### src/rtl/mtx_pkg.sv
package mtx_pkg;
  localparam int NUM_LINES = 4;
  localparam int LINE_W    = $clog2(NUM_LINES);

  typedef logic [NUM_LINES-1:0] line_mask_t;
  typedef logic [LINE_W-1:0]    line_idx_t;

  localparam logic [1:0] A_CSR = 2'd0;
  localparam logic [1:0] A_TCR = 2'd1;
  localparam logic [1:0] A_TDR = 2'd2;

  localparam int CSR_CLR   = 4;
  localparam int CSR_SCAN  = 5;
  localparam int CSR_RIE   = 6;
  localparam int CSR_LINE  = 8;
  localparam int CSR_TIE   = 14;
  localparam int CSR_TRDY  = 15;
  localparam int BRK_LO    = 8;

  // Round-robin pick: first requesting line after 'last', wrapping.
  // Result is {found, index}.
  function automatic logic [LINE_W:0] rr_pick(line_mask_t req, line_idx_t last);
    logic      found;
    line_idx_t idx;
    line_idx_t cand;
    found = 1'b0;
    idx   = '0;
    for (int k = 1; k <= NUM_LINES; k++) begin
      cand = last + line_idx_t'(k);
      if (!found && req[cand]) begin
        found = 1'b1;
        idx   = cand;
      end
    end
    return {found, idx};
  endfunction
endpackage

### src/rtl/mtx_regs.sv
module mtx_regs
  import mtx_pkg::*;
#(
  parameter int CLR_CYCLES = 4
) (
  input  logic        clk,
  input  logic        rst_n,
  input  logic        wr_en,
  input  logic [1:0]  wr_addr,
  input  logic [15:0] wr_data,
  output logic        scan_en,
  output logic        rx_ie,
  output logic        tx_ie,
  output line_mask_t  line_en,
  output line_mask_t  brk,
  output logic        clearing,
  output logic        clr_start,
  output logic        tdr_wr
);
  localparam int CW = $clog2(CLR_CYCLES + 1);

  logic [CW-1:0] clr_cnt;
  logic          wr_ok;

  assign clearing  = (clr_cnt != '0);
  assign wr_ok     = wr_en && !clearing;
  assign clr_start = wr_ok && (wr_addr == A_CSR) && wr_data[CSR_CLR];
  assign tdr_wr    = wr_ok && (wr_addr == A_TDR);

  always_ff @(posedge clk or negedge rst_n) begin
    if (!rst_n) begin
      clr_cnt <= '0;
      scan_en <= 1'b0;
      rx_ie   <= 1'b0;
      tx_ie   <= 1'b0;
      line_en <= '0;
      brk     <= '0;
    end else if (clr_start) begin
      clr_cnt <= CW'(CLR_CYCLES);
      scan_en <= 1'b0;
      rx_ie   <= 1'b0;
      tx_ie   <= 1'b0;
      line_en <= '0;
      brk     <= '0;
    end else if (clearing) begin
      clr_cnt <= clr_cnt - 1'b1;
    end else if (wr_ok) begin
      case (wr_addr)
        A_CSR: begin
          scan_en <= wr_data[CSR_SCAN];
          rx_ie   <= wr_data[CSR_RIE];
          tx_ie   <= wr_data[CSR_TIE];
        end
        A_TCR:   line_en <= wr_data[NUM_LINES-1:0];
        A_TDR:   brk     <= wr_data[BRK_LO +: NUM_LINES];
        default: ;
      endcase
    end
  end
endmodule

### src/rtl/mtx_scanner.sv
module mtx_scanner
  import mtx_pkg::*;
(
  input  logic       clk,
  input  logic       rst_n,
  input  logic       flush,
  input  logic       scan_en,
  input  line_mask_t line_en,
  input  line_mask_t line_ready,
  input  logic       tdr_wr,
  output logic       tx_ready,
  output line_idx_t  cur_line,
  output logic       take
);
  line_idx_t         last_line;
  logic [LINE_W:0]   pick;
  logic              offer_lost;

  assign pick       = rr_pick(line_en & line_ready, last_line);
  assign take       = tdr_wr && tx_ready;
  assign offer_lost = tx_ready && (!scan_en || !line_en[cur_line]);

  always_ff @(posedge clk or negedge rst_n) begin
    if (!rst_n) begin
      tx_ready  <= 1'b0;
      cur_line  <= '0;
      last_line <= line_idx_t'(NUM_LINES - 1);
    end else if (flush) begin
      tx_ready  <= 1'b0;
      cur_line  <= '0;
      last_line <= line_idx_t'(NUM_LINES - 1);
    end else if (take) begin
      tx_ready  <= 1'b0;
      last_line <= cur_line;
    end else if (offer_lost) begin
      tx_ready  <= 1'b0;
    end else if (!tx_ready && scan_en && pick[LINE_W]) begin
      tx_ready  <= 1'b1;
      cur_line  <= pick[LINE_W-1:0];
    end
  end
endmodule

### src/rtl/mtx_scan_ctrl.sv
module mtx_scan_ctrl
  import mtx_pkg::*;
#(
  parameter int CLR_CYCLES = 4
) (
  input  logic        clk,
  input  logic        rst_n,
  input  logic        wr_en,
  input  logic [1:0]  wr_addr,
  input  logic [15:0] wr_data,
  input  logic [1:0]  rd_addr,
  output logic [15:0] rd_data,
  input  logic [3:0]  line_ready,
  output logic [3:0]  load_valid,
  output logic [7:0]  load_data,
  output logic [3:0]  brk_force,
  output logic        irq
);
  logic       scan_en, rx_ie, tx_ie, clearing, clr_start, tdr_wr;
  line_mask_t line_en, brk;
  logic       tx_ready, take;
  line_idx_t  cur_line;

  mtx_regs #(.CLR_CYCLES(CLR_CYCLES)) u_regs (
    .clk(clk), .rst_n(rst_n), .wr_en(wr_en), .wr_addr(wr_addr),
    .wr_data(wr_data), .scan_en(scan_en), .rx_ie(rx_ie), .tx_ie(tx_ie),
    .line_en(line_en), .brk(brk), .clearing(clearing),
    .clr_start(clr_start), .tdr_wr(tdr_wr)
  );

  mtx_scanner u_scan (
    .clk(clk), .rst_n(rst_n), .flush(clr_start | clearing),
    .scan_en(scan_en), .line_en(line_en), .line_ready(line_ready),
    .tdr_wr(tdr_wr), .tx_ready(tx_ready), .cur_line(cur_line), .take(take)
  );

  for (genvar i = 0; i < NUM_LINES; i++) begin : g_load
    assign load_valid[i] = take && (cur_line == line_idx_t'(i));
  end

  assign load_data = wr_data[7:0];
  assign brk_force = brk;
  assign irq       = tx_ready && tx_ie;

  always_comb begin
    rd_data = '0;
    case (rd_addr)
      A_CSR: begin
        rd_data[CSR_CLR]             = clearing;
        rd_data[CSR_SCAN]            = scan_en;
        rd_data[CSR_RIE]             = rx_ie;
        rd_data[CSR_LINE +: LINE_W]  = cur_line;
        rd_data[CSR_TIE]             = tx_ie;
        rd_data[CSR_TRDY]            = tx_ready;
      end
      A_TCR:   rd_data[NUM_LINES-1:0]       = line_en;
      A_TDR:   rd_data[BRK_LO +: NUM_LINES] = brk;
      default: rd_data = '0;
    endcase
  end
endmodule

### config.mk
export PLATFORM = sky130hd
export DESIGN_NAME = mtx_scan_ctrl
export DESIGN_NICKNAME = d
export VERILOG_FILES = /design/src/rtl/mtx_pkg.sv /design/src/rtl/mtx_regs.sv /design/src/rtl/mtx_scanner.sv /design/src/rtl/mtx_scan_ctrl.sv
export SDC_FILE = /design/constraint.sdc
export NUM_CORES = 1
export LEC_CHECK = 0
export BUFFER_PORTS_ARGS = -buffer_cell sky130_fd_sc_hd__buf_2
export CELL_PAD_IN_SITES_DETAIL_PLACEMENT = 1
export CELL_PAD_IN_SITES_GLOBAL_PLACEMENT = 1
export CORE_UTILIZATION = 33
export DETAILED_ROUTE_END_ITERATION = 8
export GPL_ROUTABILITY_DRIVEN = 0
export PLACE_DENSITY = 0.8
export SYNTH_ARGS = -nofsm -noshare
export SYNTH_HDL_FRONTEND = slang
export SYNTH_SLANG_ARGS = --single-unit
export TNS_END_PERCENT = 30
### constraint.sdc
create_clock -name clk -period 1.95 [get_ports clk]
set_input_delay 0.39 -clock clk [delete_from_list [all_inputs] [get_ports clk]]
set_output_delay 0.39 -clock clk [all_outputs]
set_load 0.05 [all_outputs]
==> flow_summary.yaml <==
critical_path:
  worst_path_largest_cell_delay_ps: 400
  cp_max_fo: 3
  worstReg2RegEnd: "u_regs.line_en[0]"
  critical_path_class: "register to output pin"
  r2r.worst_path.cells: 8
  timing.critical_path.slowest_stage_cell: "dfrtp_1"
  worst_ep_required_time_ps: 1560
  worst_ep_arrival_time_ps: 1720
  worstPathCellList: "inv_2 > ha_4 > and4bb_2 > and2_1 > and4_4 > buf_8"
  end_kind: "output pin"
  start_kind: "register"
  buffer_and_inverter_count_on_the_worst_path: 2
  critical_path.top_delay_family: "simple AND/OR/NAND/NOR gates"
  reg2reg_from: "u_regs.clr_cnt[1]"
  rrSetupSlack_ps: 320
power_and_ir_drop:
  power_density_mw_per_mm2: 1200
  vdd_drop_max_mv: 0.464
  report.power.total_uw: 1950
  leakage_uw: 0.000799
floorplanning:
  rows: 21
  initial_core_util_pct: 35.5
  height_of_the_die_um: 62.8
  core_area_mm2: 0.00344
  dieWidth_um: 62.8
  io-pin-count: 60
  die_area_mm2: 0.00395
synthesis:
  synth.lib_cells_used.distinct: 42
  postSynthCellCount: 124
  syn_avg_cell_area_um2: 9.85
  synth_top_flop_cell: "dfrtp_1"
  synth-async-reset-ratio_pct: 100
  number_of_flops_mapped_to_enable_cells_by_yosys: 0
  seq_area_frac_synth_pct: 39.1
  flops_latches_synth: 19
  syn-cell-area_mm2: 0.00122
  yosysWarningCount: 0
drt:
  drt_first_iter_violations: 17
  antenna_violating_nets_post_route: 0
  drt_drc_violations_left: 0
  viasPerCell: 5.18
  dr_total_vias: 1139
  firstDrtPassIters: 4
  detail_route.wl_per_cell_um: 15.5
  routed_wirelength_um: 3410
layout:
  n_antenna_cell: 0
  layout.cells.non_filler: 220
  area_growth_pct: 33.1
  post_route_cells_drive_above_1_share_pct: 46.6
  num-nets-final: 204
  filler_cell_count: 405
clock_network:
  cts_root_buffer: "clkbuf_8"
  clk-insertion-delay-late_ps: 250
  ctsHtreeMaxLevel: 1
  clkTransAtPathRegs_ps: 70
  cts_tree: "built"
  cts_hold_repair.buffers: 0
  cts.path.max_buffers: 2
  cts.sink_count: 19
  cts_made_buffers: 3
sta:
  maxSlewHeadroom_pct: 66.2
  pin_slew_with_the_least_headroom_to_its_limit_ps: 502
  setup_slack_ps: -159
  maxClockFrequency_ghz: 0.474
  grt_setup_unrepaired: "true"
  period_minus_slack_ps: 2110
  slew_viols_final: 0
  clock-skew-final_ps: 5.81
  final_min_period_over_clock_period_pct: 108
  setup_viol: 4
  fin_setup_tns_ps: -552
  hold_violations: 0
worst_hold_path:
  hp_class: "input pin to async pin"
place:
  hpwl_um: 2560
  post-place-cells: 214
  io_buffer_count: 51
grt:
  pin_count_of_the_biggest_net_entering_global_routing: 20
  grt_antenna_before_repair: 0
  first_global_vias: 1181
  grt_usage_pct: 18.6
  grt_first_pass_wirelength_um: 5710
  grt.overflow.total: 0
status:
  run_status: "finished with violations"
  failing_checks: "setup timing"
run:
  cap_viol_max_count: 0
==> per-layer routing <==
| metal | up-vias | share of wire, % | global-route usage [%] | wire, µm |
|---|---|---|---|---|
| met2 | 43 | 51 | 33.3 | 1750 |
| met1 | 558 | 42 | 21.6 | 1440 |
| li1 | 532 | - | - | - |
| met3 | 6 | 4.6 | 2.92 | 158 |
| met4 | 0 | 1.7 | 8.14 | 58 |
| met5 | - | 0 | 0 | 0 |
==> repair_timing <==
item | CTS | global route
pin swaps | 2 | 0
setup buffers | 2 | 0
resized for setup | 16 | 1
endpoints found under the setup margin | 5 | 5
==> flip-flops by register name, indices dropped and copies added (netlist names) <==
signal / flops
u_regs.brk: 4
u_regs.clr_cnt: 3
u_regs.line_en: 4
u_regs.rx_ie: 1
u_regs.scan_en: 1
u_regs.tx_ie: 1
u_scan.cur_line: 2
u_scan.last_line: 2
u_scan.tx_ready: 1
==> cell type report <==
| class | count | area, µm² | share of cell area (%) |
|---|---|---|---|
| tap | 46 | 57.6 | 3.54 |
| clock buffer | 4 | 45.0 | 2.77 |
| sequential | 19 | 478 | 29.4 |
| timing repair buffer | 60 | 354 | 21.8 |
| inverter | 7 | 26.3 | 1.62 |
| multi-input combinational | 84 | 664 | 40.9 |
==> report_power, final <==
| part | internal, µW | switching (µW) | total (µW) | leakage, µW |
|---|---|---|---|---|
| registers | 535 | 145 | 680 | 0.000239 |
| logic | 392 | 599 | 991 | 0.000537 |
| clock network | 145 | 130 | 275 | 0.0000228 |
==> Yosys cell counts (2+ instances only) <==
| cell | n | share of area [%] |
|---|---|---|
| nor2b_1 | 2 | 1.0 |
| mux2i_1 | 2 | 1.6 |
| nor2_1 | 7 | 2.2 |
| buf_4 | 11 | 6.8 |
| nand3b_1 | 3 | 1.8 |
| buf_6 | 2 | 1.8 |
| a22o_1 | 8 | 5.7 |
| inv_1 | 7 | 2.2 |
| nand2_1 | 4 | 1.2 |
| clkbuf_1 | 2 | 0.61 |
| nor3_1 | 5 | 2.0 |
| o21ai_0 | 6 | 2.5 |
| nor3b_1 | 4 | 2.5 |
| a21oi_1 | 3 | 1.2 |
| and3b_1 | 2 | 1.4 |
| nand2b_1 | 2 | 1.0 |
| a221oi_1 | 2 | 1.4 |
| dfstp_2 | 2 | 4.3 |
| a31oi_1 | 3 | 1.5 |
| dfrtp_1 | 17 | 35 |
| ha_1 | 2 | 2.0 |
| and2_1 | 8 | 4.1 |
==> logic make-up (layout without fill, tap and decap cells) <==
logic type	Yosys count	count (layout)	share of synthesized area [%]
adders and majority gates	2	2	2.05
AOI/OAI and AO/OA	31	31	18.8
buffers and inverters	23	71	11.8
muxes	3	3	3.48
xor gates and xnor gates	1	1	0.717
and+or+nand+nor	44	44	23.8
other	1	3	0.307
DFF	19	19	39.1
==> stage by stage <==
stage	setup slack [ps]	hold WS, ps	utilization (%)	area (µm²)
6_report	-159	68.9	47.2	1630
5_1_grt	-236	109	47.2	1630
4_1_cts	-142	74.1	47.1	1620
3_5_place_dp	-64.0	350	43.9	1510
3_3_place_gp	12.2	345	43.9	1510
2_1_floorplan	-128	94.4	-	1260
==> worst max path at each step <==
stage	from	to	slack, ps	depth (start not counted)
floorplan	rd_addr[1]	rd_data[14]	-130	2
CTS	u_regs.clr_cnt[1]	load_valid[2]	-140	6
finish	u_regs.clr_cnt[1]	load_valid[3]	-160	6
detailed placement	u_regs.clr_cnt[1]	load_valid[2]	-60	6
global route	u_regs.clr_cnt[0]	load_valid[3]	-240	6
global placement	u_regs.clr_cnt[0]	load_valid[2]	10	6
==> cell usage in the layout (no fill, tap or decap), drive strengths merged, types with 2 or more instances in the layout <==
master	n
buf	60
dfrtp	17
and2	9
a22o	8
nor2	7
o21ai	7
inv	7
nor3	5
nor3b	5
nand2	4
clkbuf	4
nand3b	3
a21oi	3
a31oi	3
conb	3
nand2b	3
and3b	2
mux2i	2
nor2b	2
a221oi	2
dfstp	2
nand3	2
o22a	2
ha	2
Note: power is estimated with default switching activity, not from simulation.
